File: config.mk
export PLATFORM = sky130hd
export DESIGN_NAME = bus_mem_responder
export DESIGN_NICKNAME = d
export VERILOG_FILES = /design/src/rtl/bmr_pkg.sv /design/src/rtl/bmr_datapath.sv /design/src/rtl/bmr_ctrl.sv /design/src/rtl/bus_mem_responder.sv
export SDC_FILE = /design/constraint.sdc
export NUM_CORES = 1
export LEC_CHECK = 0
export BUFFER_PORTS_ARGS = -buffer_cell sky130_fd_sc_hd__buf_2
export CAP_MARGIN = 10
export CORE_MARGIN = 2
export CORE_UTILIZATION = 40
export CTS_CLUSTER_DIAMETER = 120
export CTS_CLUSTER_SIZE = 28
export DETAILED_ROUTE_END_ITERATION = 6
export GPL_ROUTABILITY_DRIVEN = 0
export PLACE_DENSITY_LB_ADDON = 0.08
export SYNTH_ARGS = -nofsm -noshare
export SYNTH_HDL_FRONTEND = slang
export SYNTH_SLANG_ARGS = --single-unit
File: constraint.sdc
create_clock -name clk -period 5.2 [get_ports clk]
set_input_delay 1.04 -clock clk [delete_from_list [all_inputs] [get_ports clk]]
set_output_delay 1.04 -clock clk [all_outputs]
set_load 0.02 [all_outputs]
File: src/rtl/bmr_pkg.sv
package bmr_pkg;
  localparam logic [5:0] ATOMIC_LOAD_RSV  = 6'h22;
  localparam logic [5:0] ATOMIC_STORE_CND = 6'h23;

  typedef struct packed {
    logic accept;    // command taken this cycle
    logic memWrite;  // commit merged word to memory
    logic resvSet;   // record reservation for current word
    logic resvClr;   // drop reservation
  } bmrStrobe_t;
endpackage

File: src/rtl/bmr_datapath.sv
module bmr_datapath
  import bmr_pkg::*;
#(
  parameter int ADDR_W = 12,
  parameter int DATA_W = 32,
  parameter int DEPTH  = 16,
  parameter int BASE   = 256
) (
  input  logic              clk,
  input  logic              rstN,
  input  bmrStrobe_t        strobe,
  input  logic [ADDR_W-1:0] cmdAddr,
  input  logic [DATA_W/8-1:0] cmdByteEn,
  input  logic [DATA_W-1:0] cmdWdata,
  output logic              inRange,
  output logic              resvHit,
  output logic [DATA_W-1:0] rspData
);
  localparam int BYTES = DATA_W / 8;
  localparam int OFF_W = $clog2(BYTES);
  localparam int IDX_W = $clog2(DEPTH);
  localparam logic [ADDR_W:0]   RANGE_LO = (ADDR_W+1)'(BASE);
  localparam logic [ADDR_W:0]   RANGE_HI = (ADDR_W+1)'(BASE + DEPTH * BYTES);
  localparam logic [ADDR_W-1:0] BASE_A   = ADDR_W'(BASE);

  logic [DATA_W-1:0] mem [DEPTH];
  logic [IDX_W-1:0]  wordIdx;
  logic [DATA_W-1:0] merged;
  logic [DATA_W-1:0] rdQ;
  logic              resvValid;
  logic [IDX_W-1:0]  resvIdx;

  assign inRange = ({1'b0, cmdAddr} >= RANGE_LO) && ({1'b0, cmdAddr} < RANGE_HI);
  assign wordIdx = IDX_W'((cmdAddr - BASE_A) >> OFF_W);
  assign resvHit = resvValid && (resvIdx == wordIdx);

  for (genvar b = 0; b < BYTES; b++) begin : g_lane
    assign merged[b*8 +: 8] = cmdByteEn[b] ? cmdWdata[b*8 +: 8] : mem[wordIdx][b*8 +: 8];
  end

  always_ff @(posedge clk or negedge rstN) begin
    if (!rstN) begin
      for (int i = 0; i < DEPTH; i++) mem[i] <= '0;
    end else if (strobe.memWrite) begin
      mem[wordIdx] <= merged;
    end
  end

  always_ff @(posedge clk or negedge rstN) begin
    if (!rstN) begin
      rdQ <= '0;
    end else if (strobe.accept) begin
      rdQ <= inRange ? mem[wordIdx] : '0;
    end
  end
  assign rspData = rdQ;

  always_ff @(posedge clk or negedge rstN) begin
    if (!rstN) begin
      resvValid <= 1'b0;
      resvIdx   <= '0;
    end else if (strobe.resvClr) begin
      resvValid <= 1'b0;
    end else if (strobe.resvSet) begin
      resvValid <= 1'b1;
      resvIdx   <= wordIdx;
    end
  end

  // memory is only written for a taken command inside the window
  a_r6_write_in_window: assert property (@(posedge clk) disable iff (!rstN)
    strobe.memWrite |-> (strobe.accept && inRange));
  // a reservation is never set and cleared by the same command
  a_r8_resv_set_clr: assert property (@(posedge clk) disable iff (!rstN)
    !(strobe.resvSet && strobe.resvClr));
endmodule

File: src/rtl/bmr_ctrl.sv
module bmr_ctrl
  import bmr_pkg::*;
#(
  parameter int TAG_W = 4,
  parameter int LAT_W = 4
) (
  input  logic             clk,
  input  logic             rstN,
  input  logic [LAT_W-1:0] cfgLatency,
  input  logic             cmdReq,
  input  logic             cmdWrite,
  input  logic [5:0]       cmdAtomic,
  input  logic [TAG_W-1:0] cmdTag,
  input  logic             rspReady,
  input  logic             inRange,
  input  logic             resvHit,
  output logic             cmdGrant,
  output logic             rspValid,
  output logic [TAG_W-1:0] rspTag,
  output logic             rspErr,
  output logic             rspExcl,
  output bmrStrobe_t       strobe
);
  logic             pending;
  logic [LAT_W-1:0] waitCnt;
  logic             accept;
  logic             isLoadRsv;
  logic             isStoreCnd;
  logic             exclNext;

  assign accept     = cmdReq && !pending;
  assign isLoadRsv  = (cmdAtomic == ATOMIC_LOAD_RSV) && !cmdWrite;
  assign isStoreCnd = (cmdAtomic == ATOMIC_STORE_CND) && cmdWrite;
  assign exclNext   = inRange && (isLoadRsv || (isStoreCnd && resvHit));

  always_comb begin
    strobe.accept   = accept;
    strobe.memWrite = accept && cmdWrite && inRange && (!isStoreCnd || resvHit);
    strobe.resvSet  = accept && isLoadRsv && inRange;
    strobe.resvClr  = accept && isStoreCnd;
  end

  always_ff @(posedge clk or negedge rstN) begin
    if (!rstN) begin
      pending <= 1'b0;
      waitCnt <= '0;
      rspTag  <= '0;
      rspErr  <= 1'b0;
      rspExcl <= 1'b0;
    end else if (accept) begin
      pending <= 1'b1;
      waitCnt <= cfgLatency;
      rspTag  <= cmdTag;
      rspErr  <= !inRange;
      rspExcl <= exclNext;
    end else if (pending) begin
      if (waitCnt != '0) waitCnt <= waitCnt - 1'b1;
      else if (rspReady) pending <= 1'b0;
    end
  end

  assign cmdGrant = !pending;
  assign rspValid = pending && (waitCnt == '0);

  // never offering a grant while a response is presented
  a_r1_one_outstanding: assert property (@(posedge clk) disable iff (!rstN)
    !(cmdGrant && rspValid));
  // zero latency answers in the next cycle, nonzero latency does not
  a_r2_latency_zero: assert property (@(posedge clk) disable iff (!rstN)
    (accept && cfgLatency == '0) |=> rspValid);
  a_r2_latency_wait: assert property (@(posedge clk) disable iff (!rstN)
    (accept && cfgLatency != '0) |=> !rspValid);
  // a stalled response is held
  a_r3_hold_stalled: assert property (@(posedge clk) disable iff (!rstN)
    (rspValid && !rspReady) |=> (rspValid && $stable(rspTag) && $stable(rspErr) && $stable(rspExcl)));
  // exclusive success never accompanies an error
  a_r7_excl_no_err: assert property (@(posedge clk) disable iff (!rstN)
    (rspValid && rspExcl) |-> !rspErr);
endmodule

File: src/rtl/bus_mem_responder.sv
module bus_mem_responder
  import bmr_pkg::*;
#(
  parameter int ADDR_W = 12,
  parameter int DATA_W = 32,   // 32 or 64
  parameter int DEPTH  = 16,   // words, power of two
  parameter int BASE   = 256,  // first byte address of the window
  parameter int TAG_W  = 4,
  parameter int LAT_W  = 4
) (
  input  logic                clk,
  input  logic                rstN,
  input  logic [LAT_W-1:0]    cfgLatency,
  input  logic                cmdReq,
  output logic                cmdGrant,
  output logic                grantParity,
  input  logic [ADDR_W-1:0]   cmdAddr,
  input  logic                cmdWrite,
  input  logic [DATA_W/8-1:0] cmdByteEn,
  input  logic [DATA_W-1:0]   cmdWdata,
  input  logic [TAG_W-1:0]    cmdTag,
  input  logic [5:0]          cmdAtomic,
  output logic                rspValid,
  output logic                rspValidParity,
  input  logic                rspReady,
  output logic [DATA_W-1:0]   rspData,
  output logic                rspErr,
  output logic                rspExcl,
  output logic [TAG_W-1:0]    rspTag
);
  bmrStrobe_t strobe;
  logic       inRange;
  logic       resvHit;

  bmr_ctrl #(.TAG_W(TAG_W), .LAT_W(LAT_W)) ctrl_i (
    .clk(clk), .rstN(rstN), .cfgLatency(cfgLatency), .cmdReq(cmdReq),
    .cmdWrite(cmdWrite), .cmdAtomic(cmdAtomic), .cmdTag(cmdTag),
    .rspReady(rspReady), .inRange(inRange), .resvHit(resvHit),
    .cmdGrant(cmdGrant), .rspValid(rspValid), .rspTag(rspTag),
    .rspErr(rspErr), .rspExcl(rspExcl), .strobe(strobe)
  );

  bmr_datapath #(.ADDR_W(ADDR_W), .DATA_W(DATA_W), .DEPTH(DEPTH), .BASE(BASE)) dp_i (
    .clk(clk), .rstN(rstN), .strobe(strobe), .cmdAddr(cmdAddr),
    .cmdByteEn(cmdByteEn), .cmdWdata(cmdWdata), .inRange(inRange),
    .resvHit(resvHit), .rspData(rspData)
  );

  assign grantParity    = ~cmdGrant;
  assign rspValidParity = ~rspValid;
endmodule

==> results of run 1 <==
-- placed cells by master, fill, tap and decap left out, types with 10 or more instances in the layout --
master and n:
a22o_1 211, inv_1 114, a21oi_1 96, o21a_1 42, buf_2 102, dfrtp_1 560
clkbuf_16 25, mux4_2 128, a2bb2oi_1 12, o21ai_0 17, mux2_2 144, buf_12 10
mux2_4 18, nand2_1 79, nor2_1 89, o21ai_1 10, mux2_1 19, nor4_1 10
mux2i_1 203, buf_4 54
-- layer usage --
layer | global-route usage [%] | vias up | wire length [um]
li1 | - | 7367 | -
met2 | 36.99 | 469 | 36250
met1 | 32.48 | 9046 | 34430
met4 | 4.372 | 0 | 1314
met3 | 3.881 | 79 | 4523
met5 | 0 | - | 0
-- sequential cells by signal, summed over array words and instances (netlist names) --
register,flops
dp_i.resvIdx,4
ctrl_i.pending,1
dp_i.resvValid,1
ctrl_i.rspTag,4
dp_i.rspData,32
ctrl_i.waitCnt,4
dp_i.mem,512
ctrl_i.rspErr,1
ctrl_i.rspExcl,1
-- area by class of cell --
cell class,count,area [um^2]
Fill cell,6026,36880
Timing Repair Buffer,169,1157
Tap cell,864,1081
Multi-Input combinational cell,1157,11360
Clock buffer,25,625.6
Sequential cell,560,14010
Clock inverter,3,80.08
Inverter,115,431.7
-- cells in the mapped netlist, types with 12 or more instances --
| cell | n |
|---|---|
| a21oi_1 | 96 |
| a22o_1 | 211 |
| a2bb2oi_1 | 12 |
| buf_2 | 76 |
| clkbuf_1 | 60 |
| dfrtp_1 | 560 |
| inv_1 | 114 |
| mux2_1 | 19 |
| mux2_2 | 144 |
| mux2_4 | 18 |
| mux2i_1 | 203 |
| mux4_2 | 128 |
| nand2_1 | 80 |
| nor2_1 | 89 |
| o21a_1 | 42 |
| o21ai_0 | 17 |
-- worst max path at each step --
| stage | startpoint | end | depth (start not counted) |
|---|---|---|---|
| after global routing | ctrl_i.pending | rspValid | 4 |
| after floorplan | cmdAddr[4] | dp_i.mem[120] | 8 |
| final | ctrl_i.pending | rspValid | 4 |
| after detailed placement | cmdAddr[5] | dp_i.mem[166] | 7 |
| after global placement | cmdAddr[5] | dp_i.mem[105] | 7 |
| after CTS | ctrl_i.pending | rspValid | 4 |
-- kinds of logic after synthesis --
kind of cell,Yosys count
XOR/XNOR,6
flip-flops,560
AND/OR/NAND/NOR,230
buffers and inverters,277
adder cells (fa/ha/maj),2
multiplexers,512
AO/OA/AOI/OAI,407
-- where the power goes --
| group | total [mW] | leakage, nW | internal (mW) | switching, mW |
|---|---|---|---|---|
| registers | 4.44 | 7.23 | 4.41 | 0.0366 |
| logic | 0.796 | 6.08 | 0.248 | 0.548 |
| clock network | 2.40 | 0.346 | 0.979 | 1.42 |
| total | 7.64 | 13.7 | 5.63 | 2.01 |
==> key figures, run 1 <==
Global routing
  • Overall track demand over capacity in global routing: 22.79%
  • Largest net degree at the start of global routing: 146
  • Antenna violations before repair: 0
  • First-pass GRT wire length: 117.3 mm
  • Overflow left after global routing: 0
  • Number of global-route vias before repair: 17988

Logic synthesis
  • Gate Count Post-Synth: 1994
  • Main combinational cell family by area after synthesis: multiplexers
  • Synth Cell Area: 26480 um^2
  • Yosys top cell by area: dfrtp_1
  • Cell variety after synth: between 50 and 60
  • Post-synth EDFFs: 0
  • Post-synth top flop: dfrtp_1
  • Average instance area after synthesis: 13.28 um^2
  • Total nets after synthesis: 2063
  • Synth Area in XOR/XNOR: 0.1984%
  • Share of synthesized cell area in full adder, half adder and majority cells: 0.09449%
  • Fraction of registers with async set or reset after synthesis: between 90% and 100%
  • Top cells by area, synth: dfrtp_1 53%, mux4_2 11%, mux2i_1 7.7%, a22o_1 7.0%, mux2_2 6.1%
  • #FFs+latches synth: 560
  • Complex-gate fraction of the synthesized area: 11.49%
  • Register area share after synthesis: 52.92%
  • Fraction of synthesized cell area taken by the top area cell type: 52.92%
  • Mux contribution to synthesized area: 26.51%
  • Ys Warns: 0
  • Synthesized-area fraction occupied by and/or/nand/nor cells: about 4.2%

Final layout
  • Relative area change from synthesis to final layout: 8.570%
  • Fraction of layout cells with a size suffix above 1: 25.23%
  • Post-layout util: 43.81%
  • Post-layout instance count excluding filler cells: ~2900
  • Count of nets after finishing: between 2000 and 2500
  • N_diodes: 0
  • Post-route cell area: about 29000 um^2

Hold path
  • Class of the tightest hold or removal check: primary input to async pin

Critical path
  • Buffer and inverter count on the worst path: 3
  • List of cells traversed by the critical path: inv_1 > or4b_2 > inv_1 > buf_2
  • Category of cells accounting for the largest share of critical-path delay: simple AND/OR/NAND/NOR gates
  • Most frequent cell on the critical path: inv_1
  • Critical path class: flop to output port
  • Reg2reg path depth: 6
  • Maximum single-stage delay on the critical path: 730 ps
  • Reg2reg end: dp_i.mem[473]
  • Required arrival time at the worst endpoint: 4160 ps
  • Largest fanout on the critical path: 8
  • Data arrival time at the worst-slack endpoint: approximately 2400 ps
  • Category of the worst setup path launch point: flop
  • Worst reg2reg startpoint: ctrl_i.pending
  • Reg-to-reg slack, setup: 2030 ps
  • Slowest cell on the critical path: or4b_2
  • Endpoint kind of the worst setup timing path: output port

Route
  • Post-route DRC violation count: 0
  • Violation count after the first detailed-route iteration: 1159
  • Pre-Repair DR Iteration Count: 5
  • Antenna Violating Nets Remaining: 0
  • Sum of routed wire length over all layers: about 77 mm
  • Routed len/inst: ~26 um
  • Post-detailed-route via-to-cell ratio: slightly below 6
  • Total number of vias: about 17000

Clocking
  • # clock sinks: 560
  • H-tree levels: 1
  • Root Driver: clkbuf_16
  • Number of buffers created by CTS: 24
  • Clock tree from TritonCTS: built
  • Clock latency on the worst-skew pair: 600 ps
  • Hold_buf cts: 0
  • CTS clock-pin slew for the worst setup and hold paths: 120 ps
  • Largest buffer count on any clock path: 3
  • PostCTS Resize Cnt: 0
  • Number of buffers added for setup after CTS: 0

Die
  • Placeable core area: 65630 um^2
  • Die width: 261.3 um
  • Die area: 68280 um^2
  • Chip Height: 261.3 um
  • Starting density of the core: between 40% and 50%
  • Count of pins on the block boundary: 109
  • Standard-cell row count: 94

STA
  • Ratio of final minimum period to clock period: ~66%
  • F_max: around 290 MHz
  • Final Hold Vio Count: 0
  • Unrepaired setup endpoints after global routing: false
  • Headroom to the max-slew limit: roughly a quarter
  • Transition time of the tightest slew-check pin: 1115 ps
  • Final setup viols: 0
  • Worst Hold Slack: 424.3 ps
  • Aggregate negative setup slack: 0 ps
  • Slew Viols, Final: 0
  • Period minus WS final: 3425 ps
  • Least setup slack across all paths after layout: roughly 1800 ps
  • Worst setup skew after layout: around 32 ps

Pwr
  • Worst IR drop on VDD: 233.5 uV
  • Pwr dens: 265.8 nW/um^2
  • Total leakage power: around 14 nW
  • Overall power consumption: 7.642 mW

Placement
  • Dpl cells: 2865
  • Standard cell area after detailed placement: ~28000 um^2
  • Post-placement worst setup slack: around 1200 ps
  • Number of port buffers: approximately 110
  • Post-detail-place hpwl: approximately 46 mm

Flow run
  • Maximum Capacitance Violations: 0

Outcome
  • Result of the run: complete, no violations
(Power assumes the default switching activity.)
==> inputs of run 2 (changes only) <==
Settings changed: ABC_AREA set to 1.
Clock period 5.2 ns to 3.5 ns, I/O delays scaled along.
==> key figures, run 2 <==
STA
  • Worst setup skew after layout: 14.93 ps (was 31.72 ps)
  • Headroom to the max-slew limit: 20.08% (was 25.45%)
  • Final setup viols: 0 (unchanged)
  • Aggregate negative setup slack: 0 ps (unchanged)
  • Final Hold Vio Count: 0 (unchanged)
  • Period minus WS final: 2700 ps
  • Ratio of final minimum period to clock period: between 70 and 80%
  • Slew Viols, Final: 0 (unchanged)
  • F_max: 370.4 MHz
  • Unrepaired setup endpoints after global routing: false (unchanged)
  • Transition time of the tightest slew-check pin: 1197 ps (was 1115 ps)

Critical path
  • Reg-to-reg slack, setup: 820 ps (was 2030 ps)
  • Worst reg2reg startpoint: ctrl_i.pending (unchanged)
  • Launch point of the critical path: cmdAddr[3] (was ctrl_i.pending)
  • Reg2reg path depth: 10 (was 6)
  • Data arrival time at the worst-slack endpoint: 3240 ps (was 2380 ps)
  • Critical path class: primary input to flop (was flop to output port)
  • Required arrival time at the worst endpoint: 4040 ps (was 4160 ps)
  • Largest fanout on the critical path: 22 (was 8)
  • Capturing instance or port of the critical path: dp_i.mem[182] (was rspValid)
  • Reg2reg end: dp_i.mem[182] (was dp_i.mem[473])
  • Category of the worst setup path launch point: primary input (was flop)
  • Endpoint kind of the worst setup timing path: flop (was output port)

Pwr
  • Total leakage power: 17.79 nW (was 13.66 nW)
  • Net switching power: 3.067 mW (was 2.009 mW)
  • Proportion of power drawn by combinational gates: 10.7% (was 10.4%)
  • Sequential share of power: 59.3% (was 58.1%)
  • Worst IR drop on VDD: 343.0 uV (was 233.5 uV)
  • Internal power consumption: 8.009 mW (was 5.634 mW)
  • Switching part of the total: 27.69% (was 26.28%)
  • Pwr dens: 362.6 nW/um^2 (was 265.8 nW/um^2)
  • Fraction of power consumed by the clock network: 30.1% (was 31.4%)
  • Overall power consumption: 11.08 mW (was 7.642 mW)

Logic synthesis
  • Average instance area after synthesis: 6.998 um^2 (was 13.28 um^2)
  • Register area share after synthesis: 49.27% (was 52.92%)
  • Fraction of registers with async set or reset after synthesis: 100.0% (unchanged)
  • Fraction of synthesized cell area taken by the top area cell type: 49.27% (was 52.92%)
  • #FFs+latches synth: 560 (unchanged)
  • Post-synth EDFFs: 0 (unchanged)
  • Ys Warns: 0 (unchanged)
  • Total nets after synthesis: 4133 (was 2063)
  • Cell types with the highest counts after synthesis: 2481 x nand2_1, 560 x dfrtp_1, 517 x nand3_1, 132 x buf_2, 89 x clkbuf_1 (was 560 x dfrtp_1, 211 x a22o_1, 203 x mux2i_1, 144 x mux2_2, 128 x mux4_2)
  • Library cell with the highest instance count after synthesis: nand2_1 (was dfrtp_1)
  • Post-synth top flop: dfrtp_1 (unchanged)
  • Gate Count Post-Synth: 4064 (was 1994)
  • Cell variety after synth: 28 (was 51)
  • Yosys top cell by area: dfrtp_1 (unchanged)
  • Synth Cell Area: 28440 um^2 (was 26480 um^2)
  • Top cells by area, synth: dfrtp_1 49%, nand2_1 33%, nand3_1 9.1%, buf_2 2.3%, clkbuf_1 1.2% (was dfrtp_1 53%, mux4_2 11%, mux2i_1 7.7%, a22o_1 7.0%, mux2_2 6.1%)

Die
  • Die area: 73250 um^2 (was 68280 um^2)
  • Starting density of the core: 40.47% (was 40.35%)
  • Chip Height: 270.7 um (was 261.3 um)
  • Die width: 270.7 um (was 261.3 um)
  • Standard-cell row count: 97 (was 94)
  • Placeable core area: 70270 um^2 (was 65630 um^2)
  • Count of pins on the block boundary: 109 (unchanged)

Route
  • Sum of routed wire length over all layers: 105.8 mm (was 76.52 mm)
  • Routed len/inst: 21.38 um (was 26.45 um)
  • Total length of routed met2 wires: 48.41 mm (was 36.25 mm)
  • Top routing layer in use: met4 (unchanged)
  • Antenna Violating Nets Remaining: 0 (unchanged)
  • Post-detailed-route via-to-cell ratio: 5.253 (was 5.863)
  • Total number of vias: 25992 (was 16961)
  • Wire length on met1: 48.83 mm (was 34.43 mm)
  • Wire length on met3: 6.426 mm (was 4.523 mm)
  • Pre-Repair DR Iteration Count: 7 (was 5)
  • Violation count after the first detailed-route iteration: 2466 (was 1159)
  • Post-route DRC violation count: 0 (unchanged)

Clocking
  • Clock tree from TritonCTS: built (unchanged)
  • Clock latency on the worst-skew pair: 600 ps (about the same)
  • Root Driver: clkbuf_16 (unchanged)
  • Largest buffer count on any clock path: 3 (unchanged)
  • # clock sinks: 560 (unchanged)
  • CTS clock-pin slew for the worst setup and hold paths: 110 ps (was 120 ps)
  • PostCTS Resize Cnt: 0 (unchanged)
  • H-tree levels: 1 (unchanged)
  • Hold_buf cts: 0 (unchanged)
  • Number of buffers added for setup after CTS: 0 (unchanged)
  • Number of buffers created by CTS: 23 (was 24)

Final layout
  • Count of nets after finishing: 4079 (was 2096)
  • Relative area change from synthesis to final layout: 7.391% (was 8.570%)
  • Top library cells by usage in the layout, fill and taps aside: 2480 x nand2_1, 560 x dfrtp_1, 517 x nand3_1 (was 560 x dfrtp_1, 211 x a22o_1, 203 x mux2i_1)
  • Fraction of layout cells with a size suffix above 1: 8.084% (was 25.23%)
  • Top register by number of flip-flops: dp_i.mem (unchanged)
  • Max reg flops: 512 (unchanged)
  • Post-layout util: 43.46% (was 43.81%)
  • Number of filler instances in the final layout: 7369 (was 6026)
  • N_diodes: 0 (unchanged)
  • Most common library cell in the layout ignoring fill and taps: nand2_1 (was dfrtp_1)

Global routing
  • Number of global-route vias before repair: 24643 (was 17988)
  • Antenna violations before repair: 0 (unchanged)
  • Overall track demand over capacity in global routing: 28.78% (was 22.79%)
  • Overflow left after global routing: 0 (unchanged)
  • Largest net degree at the start of global routing: 137 (was 146)
  • First-pass GRT wire length: 161.6 mm (was 117.3 mm)

Hold path
  • Class of the tightest hold or removal check: primary input to async pin (unchanged)

Placement
  • Post-detail-place hpwl: 58.80 mm (was 45.65 mm)
  • Number of port buffers: 106 (unchanged)

Outcome
  • Result of the run: complete, no violations (unchanged)

Flow run
  • Maximum Capacitance Violations: 0 (unchanged)
[run 2: area by class of cell]
type / count / area (um^2) / area share [%]
sequential: 560 / 14010 / 45.88
inverter: 40 / 162.7 / 0.5325
timing repair buffer: 225 / 1763 / 5.772
multi-input combinational: 3160 / 12850 / 42.08
clock buffer: 23 / 575.6 / 1.884
tap: 940 / 1176 / 3.851
[run 2: power groups by stage]
stage               clock [mW]  combinational (mW)  sequential, mW
floorplan                    0               0.589            6.73
finish                    3.33                1.18            6.56
global route              3.64                1.29            6.58
CTS                       3.44                1.19            6.57
global placement             0                1.18            6.69
detailed placement           0                1.18            6.69
[run 2: worst min-delay path by stage]
stage / slack [ps] / endpoint / cells after the start / start
after detailed placement: 460 / ctrl_i.rspTag[1] / 2 / ctrl_i.rspTag[1]
after CTS: 90 / dp_i.mem[354] / 1 / rstN
after global placement: 460 / ctrl_i.rspTag[3] / 2 / ctrl_i.rspTag[3]
after floorplan: 400 / ctrl_i.pending / 0 / rstN
after global routing: 110 / dp_i.mem[354] / 1 / rstN
final: 80 / dp_i.mem[354] / 1 / rstN
[run 2: critical path: stages]
cell,delay (ps)
buf_6,250
inv_6,160
nand2_1,100
nand2_1,50
nor2_1,80
nand3_1,90
nand2_1,110
nand2_4,270
nor2_4,650
buf_4,530
nand3_1,130
nand2_1,80
[run 2: per-stage QoR]
step | hold slack, ps | instance area [um^2] | std cells | setup WS [ps]
final | 84.50 | 30540 | 4948 | 800.1
after global routing | 107.0 | 30540 | 4948 | 692.2
after CTS | 90.09 | 30540 | 4948 | 868.2
after detailed placement | 464.9 | 29970 | 4925 | 233.8
after global placement | 460.4 | 29970 | 4925 | 235.8
after floorplan | 404.4 | 28440 | 4064 | 1371
[run 2: cells by family after synthesis]
kind of cell	after synthesis	share of synthesized area (%)
fa+ha+maj	2	0.08797
flops	560	49.27
buf+inv	344	5.706
compound gates	49	0.8799
simple gates	3106	43.96
xor+xnor	3	0.09240
[run 2: per-layer routing]
layer  vias up  global-route usage, %
li1      12390                      -
met1     12645                  41.52
met2       835                  46.82
met3       122                  3.266
met4         0                  5.757
met5         -                      0
